$ cat src/rtl/alm_pkg.sv
package alm_pkg;
  localparam int unsigned DATA_W = 8;
  localparam int unsigned ADDR_W = 3;
  localparam int unsigned WDAY_W = 7;
  localparam int unsigned NALM   = 3;
  localparam int unsigned NFLAG  = 4;
  localparam int unsigned NCTRL  = 4;

  localparam int unsigned ADR_CTRL = 3;
  localparam int unsigned ADR_FLAG = 4;

  localparam int unsigned F_ALM = 0;
  localparam int unsigned F_EXT = 1;
  localparam int unsigned F_BAK = 2;
  localparam int unsigned F_OSC = 3;

  localparam logic [1:0] LV_MIN  = 2'd0;
  localparam logic [1:0] LV_HOUR = 2'd1;
  localparam logic [1:0] LV_DAY  = 2'd2;

  typedef struct packed {
    logic bie;
    logic eie;
    logic aie;
    logic dsel;
  } ctrl_t;
endpackage

$ cat src/rtl/alm_regfile.sv
module alm_regfile
  import alm_pkg::*;
#(
  parameter int unsigned DW = DATA_W,
  parameter int unsigned AW = ADDR_W
) (
  input  logic          clk,
  input  logic          rst,
  input  logic          wr_en,
  input  logic [AW-1:0] wr_addr,
  input  logic [DW-1:0] wr_data,
  output logic [DW-1:0] alm_min,
  output logic [DW-1:0] alm_hour,
  output logic [DW-1:0] alm_day,
  output ctrl_t         ctrl,
  output logic          alm_wr_busy
);
  logic [DW-1:0] alm_q [NALM];
  ctrl_t         ctrl_q;

  always_ff @(posedge clk) begin
    if (rst) begin
      for (int i = 0; i < int'(NALM); i++) alm_q[i] <= '0;
      ctrl_q <= '0;
    end else if (wr_en) begin
      for (int i = 0; i < int'(NALM); i++)
        if (wr_addr == AW'(i)) alm_q[i] <= wr_data;
      if (wr_addr == AW'(ADR_CTRL)) ctrl_q <= ctrl_t'(wr_data[NCTRL-1:0]);
    end
  end

  assign alm_min     = alm_q[0];
  assign alm_hour    = alm_q[1];
  assign alm_day     = alm_q[2];
  assign ctrl        = ctrl_q;
  assign alm_wr_busy = wr_en && (wr_addr < AW'(NALM));
endmodule

$ cat src/rtl/alm_match.sv
module alm_match
  import alm_pkg::*;
#(
  parameter int unsigned DW = DATA_W,
  parameter int unsigned WW = WDAY_W
) (
  input  logic [DW-1:0] alm_min,
  input  logic [DW-1:0] alm_hour,
  input  logic [DW-1:0] alm_day,
  input  logic          dsel,
  input  logic [DW-1:0] cal_min,
  input  logic [DW-1:0] cal_hour,
  input  logic [WW-1:0] cal_wday,
  input  logic [DW-1:0] cal_mday,
  input  logic          cmp_stb,
  input  logic [1:0]    cmp_lvl,
  input  logic          inhibit,
  output logic          hit
);
  localparam int unsigned FW = DW - 1;

  logic min_on, hour_on, day_on;
  logic min_eq, hour_eq, day_eq;
  logic lvl_ok;

  assign min_on  = ~alm_min[DW-1];
  assign hour_on = ~alm_hour[DW-1];
  assign day_on  = ~alm_day[DW-1];

  assign min_eq  = alm_min[FW-1:0]  == cal_min[FW-1:0];
  assign hour_eq = alm_hour[FW-1:0] == cal_hour[FW-1:0];
  assign day_eq  = dsel ? (alm_day[FW-1:0] == cal_mday[FW-1:0])
                        : |(alm_day[WW-1:0] & cal_wday);

  always_comb begin
    if (min_on)       lvl_ok = 1'b1;
    else if (hour_on) lvl_ok = cmp_lvl >= LV_HOUR;
    else if (day_on)  lvl_ok = cmp_lvl >= LV_DAY;
    else              lvl_ok = 1'b1;
  end

  assign hit = cmp_stb && !inhibit && lvl_ok &&
               (!min_on || min_eq) && (!hour_on || hour_eq) && (!day_on || day_eq);
endmodule

$ cat src/rtl/irq_flags.sv
module irq_flags
  import alm_pkg::*;
#(
  parameter int unsigned NF = NFLAG
) (
  input  logic          clk,
  input  logic          rst,
  input  logic          hit,
  input  logic          fwr,
  input  logic [NF-1:0] fwd,
  input  logic          ext_low,
  input  logic          bak_low,
  input  logic          osc_loss,
  input  ctrl_t         ctrl,
  output logic [NF-1:0] flags_q,
  output logic          irq_oe
);
  logic [NF-1:0] ev;
  logic [NF-1:0] clr;
  logic          irq_q;

  assign ev  = NF'({osc_loss, bak_low, ext_low, 1'b0});
  assign clr = fwr ? ~fwd : '0;

  always_ff @(posedge clk) begin
    if (rst) begin
      flags_q <= '0;
      irq_q   <= 1'b0;
    end else begin
      if (clr[F_ALM])  flags_q[F_ALM] <= 1'b0;
      else if (hit)    flags_q[F_ALM] <= 1'b1;
      for (int i = 1; i < int'(NF); i++) begin
        if (ev[i])       flags_q[i] <= 1'b1;
        else if (clr[i]) flags_q[i] <= 1'b0;
      end
      irq_q <= (flags_q[F_ALM] & ctrl.aie) | (flags_q[F_EXT] & ctrl.eie) |
               (flags_q[F_BAK] & ctrl.bie);
    end
  end

  assign irq_oe = irq_q;

  p_alarm_hold_r3: assert property (@(posedge clk) disable iff (rst)
    (flags_q[F_ALM] && !(fwr && !fwd[F_ALM])) |=> flags_q[F_ALM]);
  p_clear_beats_hit_r6: assert property (@(posedge clk) disable iff (rst)
    (fwr && !fwd[F_ALM]) |=> !flags_q[F_ALM]);
  p_supply_set_r7: assert property (@(posedge clk) disable iff (rst)
    (ext_low || bak_low) |=> (flags_q[F_EXT] || flags_q[F_BAK]));
  p_osc_silent_r8: assert property (@(posedge clk) disable iff (rst)
    (!flags_q[F_ALM] && !flags_q[F_EXT] && !flags_q[F_BAK]) |=> !irq_oe);
  p_irq_masked_r4: assert property (@(posedge clk) disable iff (rst)
    (!ctrl.aie && !ctrl.eie && !ctrl.bie) |=> !irq_oe);
endmodule

$ cat src/rtl/alm_irq_unit.sv
module alm_irq_unit
  import alm_pkg::*;
#(
  parameter int unsigned DW = DATA_W,
  parameter int unsigned AW = ADDR_W,
  parameter int unsigned WW = WDAY_W,
  parameter int unsigned NF = NFLAG
) (
  input  logic          clk,
  input  logic          rst,
  input  logic          wr_en,
  input  logic [AW-1:0] wr_addr,
  input  logic [DW-1:0] wr_data,
  input  logic [DW-1:0] cal_min,
  input  logic [DW-1:0] cal_hour,
  input  logic [WW-1:0] cal_wday,
  input  logic [DW-1:0] cal_mday,
  input  logic          cmp_stb,
  input  logic [1:0]    cmp_lvl,
  input  logic          ext_low,
  input  logic          bak_low,
  input  logic          osc_loss,
  output logic [NF-1:0] flags,
  output logic          irq_oe
);
  logic [DW-1:0] alm_min, alm_hour, alm_day;
  ctrl_t         ctrl;
  logic          busy;
  logic          hit_w;
  logic          fwr;

  assign fwr = wr_en && (wr_addr == AW'(ADR_FLAG));

  alm_regfile #(.DW(DW), .AW(AW)) u_regs (
    .clk(clk), .rst(rst), .wr_en(wr_en), .wr_addr(wr_addr), .wr_data(wr_data),
    .alm_min(alm_min), .alm_hour(alm_hour), .alm_day(alm_day),
    .ctrl(ctrl), .alm_wr_busy(busy)
  );

  alm_match #(.DW(DW), .WW(WW)) u_match (
    .alm_min(alm_min), .alm_hour(alm_hour), .alm_day(alm_day), .dsel(ctrl.dsel),
    .cal_min(cal_min), .cal_hour(cal_hour), .cal_wday(cal_wday), .cal_mday(cal_mday),
    .cmp_stb(cmp_stb), .cmp_lvl(cmp_lvl), .inhibit(busy), .hit(hit_w)
  );

  irq_flags #(.NF(NF)) u_flags (
    .clk(clk), .rst(rst), .hit(hit_w), .fwr(fwr), .fwd(wr_data[NF-1:0]),
    .ext_low(ext_low), .bak_low(bak_low), .osc_loss(osc_loss), .ctrl(ctrl),
    .flags_q(flags), .irq_oe(irq_oe)
  );

  p_wr_inhibit_r6: assert property (@(posedge clk) disable iff (rst)
    (wr_en && wr_addr < AW'(NALM)) |-> !hit_w);
  p_no_strobe_r5: assert property (@(posedge clk) disable iff (rst)
    !cmp_stb |-> !hit_w);
endmodule

$ cat config.mk
export PLATFORM = sky130hd
export DESIGN_NAME = alm_irq_unit
export DESIGN_NICKNAME = d
export VERILOG_FILES = /design/src/rtl/alm_pkg.sv /design/src/rtl/alm_regfile.sv /design/src/rtl/alm_match.sv /design/src/rtl/irq_flags.sv /design/src/rtl/alm_irq_unit.sv
export SDC_FILE = /design/constraint.sdc
export NUM_CORES = 1
export LEC_CHECK = 0
export BUFFER_PORTS_ARGS = -buffer_cell sky130_fd_sc_hd__buf_2
export CAP_MARGIN = 0
export CORE_MARGIN = 2
export CORE_UTILIZATION = 48
export CTS_CLUSTER_DIAMETER = 120
export DETAILED_ROUTE_END_ITERATION = 16
export PLACE_DENSITY = 0.85
export SYNTH_ARGS = -nofsm -noshare
export SYNTH_HDL_FRONTEND = slang
export SYNTH_SLANG_ARGS = --single-unit
export TNS_END_PERCENT = 100
$ cat constraint.sdc
create_clock -name clk -period 1.8 [get_ports clk]
set_input_delay 0.18 -clock clk [delete_from_list [all_inputs] [get_ports clk]]
set_output_delay 0.18 -clock clk [all_outputs]
set_load 0.01 [all_outputs]
==> run metrics, run 1 <==
detailed-router iteration count before antenna repair 4; Synth Instances ~110; Critical Path AT around 1.6 ns; Worst VDD drop about 390 uV; total power between 1 and 1.5 mW; vias in the first global route 1075; Worst Path Required roughly 2 ns; Synth Warn # 0; PortBufs between 50 and 60; Clock Sinks 33; number of distinct library cells after synthesis 29; Die ar. 0.00353 mm^2; crit path launch type register; CTS tree built; # hold bufs at CTS 0; Post-Syn Nets between 150 and 200; Max-slew headroom 76.4%; deepest clock path buffer count 2; #FFs+latches synth 33; Mapped Area roughly 0.0015 mm^2; skew final around 0.0044 ns; Die X between 50 and 60 um; HP Class input port to register; remaining antenna violation count 0; max-cap violations 0; die height 59.4 um; Final Hold Fails 0; Pwr Density roughly 800 mW/mm^2; commonest non-fill, non-tap cell in the layout buf_2; CP max FO 1; final core utilization 61.4%; P_leak ~0.77 nW; Area Overhead vs Synth 24.1%; Final setup violation count 0; Psw between 0.3 and 0.4 mW; cts bufs inserted 5; I/O Pins between 50 and 60; first-pass GRT wire length around 4600 um; slowest stage delay, CP about 0.4 ns; Inserted Diodes 0; per-cell routed wire length between 10 and 15 um; register area share after synthesis about three fifths; Crit path max-delay family flip-flops; Starting Density between 40 and 50%; Avg Synthesized Cell Area around 13 um^2; crit path cell chain xnor2_1, nand4_1, nor4_1, o22ai_1, o31ai_2; Place WS 0.434 ns; fill count roughly 240; Via density roughly 5.3; Synth area leader edfxtp_1; internal power 1.11 mW; Post-synth EDFFs 24; post-synth top area share 48.9%; combinational power share 13.0%; clock period minus worst slack 1.36 ns; Final WS setup 0.436 ns; slowest CP cell edfxtp_1; Crit path buffers/inverters 0; fmax between 700 and 800 MHz; overall routing resource usage 18.4%; Clock transition at path regs ~0.10 ns; DRC errors left 0; via count about 1.1k; Post-CTS Resized 0; CTS root buf clkbuf_4; Critical Setup Path Class register to register; Worst Tran Pin Value 0.350 ns; share of cells above drive strength 1 between 40% and 50%; htree depth 2; GRT overflow 0; Routed WL 2970 um; status finished clean; Tcrit/Tclk final 75.8%; flop2flop setup slack approximately 0.44 ns; setup TNS 0 ns; number of cell rows 20; ys flop type edfxtp_1; Synth area leaders edfxtp_1, dfxtp_1, xnor2_1; initial antenna violation count 0; async set-or-reset flop fraction in the synthesized netlist 0%; Clk pwr share approximately 26%; GPL Wtd Cong between 0.7 and 0.8; largest net degree at the start of global routing 14; detailed-placement wirelength estimate about 2400 um; # nets final ~220; Slew Limit Fails 0; unrepaired setup endpoints after global routing false; switching fraction of total power a little under a quarter; core region area 0.00298 mm^2; Reg power frac about three fifths; most frequent cells in the layout buf_2, edfxtp_1, xnor2_1; Starting DRT DRC Count 34; setup bufs post-CTS 0; CP Capture Type register; Skew-Pair Late Insertion Delay between 0.3 and 0.4 ns
## per-layer routing
layer	vias up	global-route usage [%]	part of all wire (%)
li1	530	-	-
met3	7	6.33	7.5
met4	0	8.44	2.0
met2	52	30.1	47
met1	498	21.8	43
met5	-	0	0
## power groups by stage
| stage | logic (mW) | registers (mW) | clock network, mW |
|---|---|---|---|
| after detailed placement | 0.190 | 0.911 | 0 |
| after global routing | 0.207 | 0.900 | 0.418 |
| after global placement | 0.181 | 0.909 | 0 |
| final | 0.189 | 0.893 | 0.375 |
| after floorplan | 0.100 | 0.907 | 0 |
| after CTS | 0.191 | 0.894 | 0.380 |
## Yosys cell counts, types with 2 or more instances
cell and n:
edfxtp_1 24, xnor2_1 15, dfxtp_1 9, and2_1 8, nor2_1 6, xor2_1 6
mux2i_1 5, nand4_1 5, inv_1 4, a21oi_1 3, nand2_1 3, o21ai_0 3
a222oi_1 2, a22oi_1 2, nand3_2 2, nor2_2 2, nor4_1 2
## logic make-up (layout without fill, tap and decap cells)
kind of cell / after synthesis / count (layout) / synth area share [%]
mux: 5 / 5 / 3.40
xor+xnor: 21 / 21 / 12.5
simple gates: 32 / 32 / 13.2
flops: 33 / 33 / 61.2
buf+inv: 5 / 65 / 1.27
compound gates: 17 / 17 / 8.50
## final timing paths
path                                           from                  to  depth (start not counted)
worst max-delay path            u_regs.alm_q[0][10]  u_flags.flags_q[0]                          5
worst min-delay path                        bak_low  u_flags.flags_q[2]                          3
worst max register to register  u_regs.alm_q[0][10]  u_flags.flags_q[0]                          5
worst min register to register   u_flags.flags_q[3]  u_flags.flags_q[3]                          2
## layout make-up
type                            instances  area (um^2)  area share, %
Clock buffer                            5         37.5           2.05
Clock inverter                          3         12.5          0.684
Inverter                                4         15.0          0.821
Multi-Input combinational cell         75          553           30.3
Sequential cell                        33          901           49.3
Tap cell                               33         41.3           2.26
Timing Repair Buffer                   53          268           14.6
## flip-flops by register name, summed over array words and instances, names as in the netlist
register	count
u_regs.ctrl	4
u_regs.alm_q	24
u_flags.irq_oe	1
u_flags.flags_q	4
## stage by stage
step,cell area [um^2],hold WS (ns),instances
after floorplan,1470,0.309,113
after global placement,1780,0.416,198
after detailed placement,1780,0.421,198
after CTS,1830,0.0650,206
after global routing,1830,0.0792,206
final,1830,0.0757,206
## worst min-delay path, delay by kind of cell
kind                   cells  cell delay [ns]
buffers and inverters      2             0.13
AOI/OAI and AO/OA          1             0.05
(Power assumes the default switching activity.)
==> inputs of run 2 (changes only) <==
--- a/config.mk
+++ b/config.mk
@@ -8,10 +8,10 @@
 export BUFFER_PORTS_ARGS = -buffer_cell sky130_fd_sc_hd__buf_2
 export CAP_MARGIN = 0
 export CORE_MARGIN = 2
-export CORE_UTILIZATION = 48
+export CORE_UTILIZATION = 43
 export CTS_CLUSTER_DIAMETER = 120
 export DETAILED_ROUTE_END_ITERATION = 16
-export PLACE_DENSITY = 0.85
+export PLACE_DENSITY = 0.81
 export SYNTH_ARGS = -nofsm -noshare
 export SYNTH_HDL_FRONTEND = slang
 export SYNTH_SLANG_ARGS = --single-unit
==> constraint.sdc (replaced) <==
create_clock -name clk -period 1.15 [get_ports clk]
set_input_delay 0.115 -clock clk [delete_from_list [all_inputs] [get_ports clk]]
set_output_delay 0.115 -clock clk [all_outputs]
set_load 0.01 [all_outputs]
==> run metrics, run 2 (synthesized netlist as in run 1, its figures left out) <==
status finished with violations; failing checks negative setup slack; via count between 1k and 1.5k; PortBufs 52; Worst Path Required approximately 1.4 ns; crit path launch type register; Final Hold Fails 0; Die X between 60 and 70 um; vias in the first global route about 1.2k; I/O Pins 56; GRT overflow 0; first-pass GRT wire length between 5000 and 6000 um; Pwr Density 1220 mW/mm^2; max-cap violations 0; final core utilization between 50% and 60%; fmax around 780 MHz; unrepaired setup endpoints after global routing true; switching fraction of total power between 20% and 30%; flop2flop setup slack -0.14 ns; Clk pwr share roughly a quarter; core region area 0.00331 mm^2; HP Class input port to register; Critical Path AT approximately 1.5 ns; CTS root buf clkbuf_4; cts bufs inserted 5; Critical Setup Path Class register to register; Skew-Pair Late Insertion Delay between 0.3 and 0.4 ns; Clock Sinks 33; initial antenna violation count 0; Starting Density between 40 and 50%; Final WS setup -0.135 ns; max FFs per register 24; skew final approximately 0.015 ns; Worst VDD drop 629 uV; P_leak roughly 0.8 nW; # nets final roughly 230; remaining antenna violation count 0; Starting DRT DRC Count 36; setup bufs post-CTS 0; Final setup violation count 1; Psw approximately 0.56 mW; Max-slew headroom between 80% and 90%; combinational power share between 10% and 20%; internal power between 1.5 and 2 mW; die height 62.5 um; Routed WL 3240 um; CP max FO 1; detailed-router iteration count before antenna repair 4; most frequent cells in the layout buf_2, edfxtp_1, xnor2_1; commonest non-fill, non-tap cell in the layout buf_2; Clock transition at path regs about 0.10 ns; total power between 2 and 2.5 mW; Reg power frac 60.4%; Tcrit/Tclk final 112%; Largest Register u_regs.alm_q; share of cells above drive strength 1 roughly 44%; GPL Wtd Cong 0.786; largest net degree at the start of global routing 14; detailed-placement wirelength estimate 2570 um; Die ar. 0.00391 mm^2; Slew Limit Fails 0; Area Overhead vs Synth 29.1%; per-cell routed wire length 14.5 um; fill count approximately 290; deepest clock path buffer count 2; number of cell rows 21; htree depth 2; Via density about 5; Worst Tran Pin Value ~0.3 ns; DRC errors left 0; CP Capture Type register; CTS tree built; clock period minus worst slack about 1.3 ns; overall routing resource usage a little under a fifth; Inserted Diodes 0
## run 2: cell count changes in the layout (fill, tap and decap cells not counted), sizes merged
cell / delta
buf: +3
clkbuf: +1
clkinv: -1
dlygate4sd3: +1
## run 2: final timing paths
check	startpoint	endpoint	cells after the start
setup / recovery	u_regs.alm_q[0][8]	u_flags.flags_q[0]	5
hold / removal	bak_low	u_flags.flags_q[2]	3
setup reg to reg	u_regs.alm_q[0][8]	u_flags.flags_q[0]	5
hold reg to reg	u_flags.flags_q[3]	u_flags.flags_q[3]	2
## run 2: layout make-up
| class | count | area [um^2] | area share, % |
|---|---|---|---|
| Sequential cell | 33 | 901 | 47.4 |
| Multi-Input combinational cell | 75 | 577 | 30.3 |
| Timing Repair Buffer | 57 | 300 | 15.8 |
| Tap cell | 46 | 57.6 | 3.03 |
| Clock buffer | 6 | 41.3 | 2.17 |
| Inverter | 4 | 15.0 | 0.789 |
| Clock inverter | 2 | 10.0 | 0.526 |
## run 2: worst max-delay path, stage by stage, from the launching register on
cell and delay (ns):
edfxtp_1 0.42, xnor2_2 0.14, nand4_1 0.15, nor4_2 0.19, o22ai_1 0.12, o31ai_2 0.19
## run 2: metrics by stage
| stage | TNS [ns] | worst slack [ns] | hold WS (ns) | cells | instance area, um^2 |
|---|---|---|---|---|---|
| global route | -0.288 | -0.288 | 0.00851 | 223 | 1900 |
| detailed placement | -1.06 | -0.194 | 0.361 | 214 | 1820 |
| finish | -0.135 | -0.135 | 0.00539 | 223 | 1900 |
| floorplan | 0 | 0.0159 | 0.244 | 113 | 1480 |
| global placement | -0.447 | -0.129 | 0.351 | 214 | 1820 |
| CTS | -0.161 | -0.161 | 0.000378 | 223 | 1890 |
## run 2: layer usage
| metal | vias to the layer above | wire (um) | GRT usage (%) |
|---|---|---|---|
| met5 | - | 0 | 0 |
| met4 | 0 | 44 | 5.83 |
| met3 | 6 | 214 | 6.13 |
| met2 | 51 | 1590 | 32.1 |
| met1 | 517 | 1400 | 21.0 |
| li1 | 539 | - | - |
## run 2: timing repair
action,in CTS,in global routing
hold endpoints to repair,1,0
endpoints found under the setup margin,1,1
gates resized for setup,1,2
hold buffers,1,0
## run 2: power groups by stage
stage	Clock [mW]	Combinational, mW	Sequential (mW)
2_1_floorplan	0	0.158	1.42
3_3_place_gp	0	0.296	1.42
3_5_place_dp	0	0.313	1.43
4_1_cts	0.612	0.321	1.40
5_1_grt	0.676	0.357	1.41
6_report	0.594	0.324	1.40
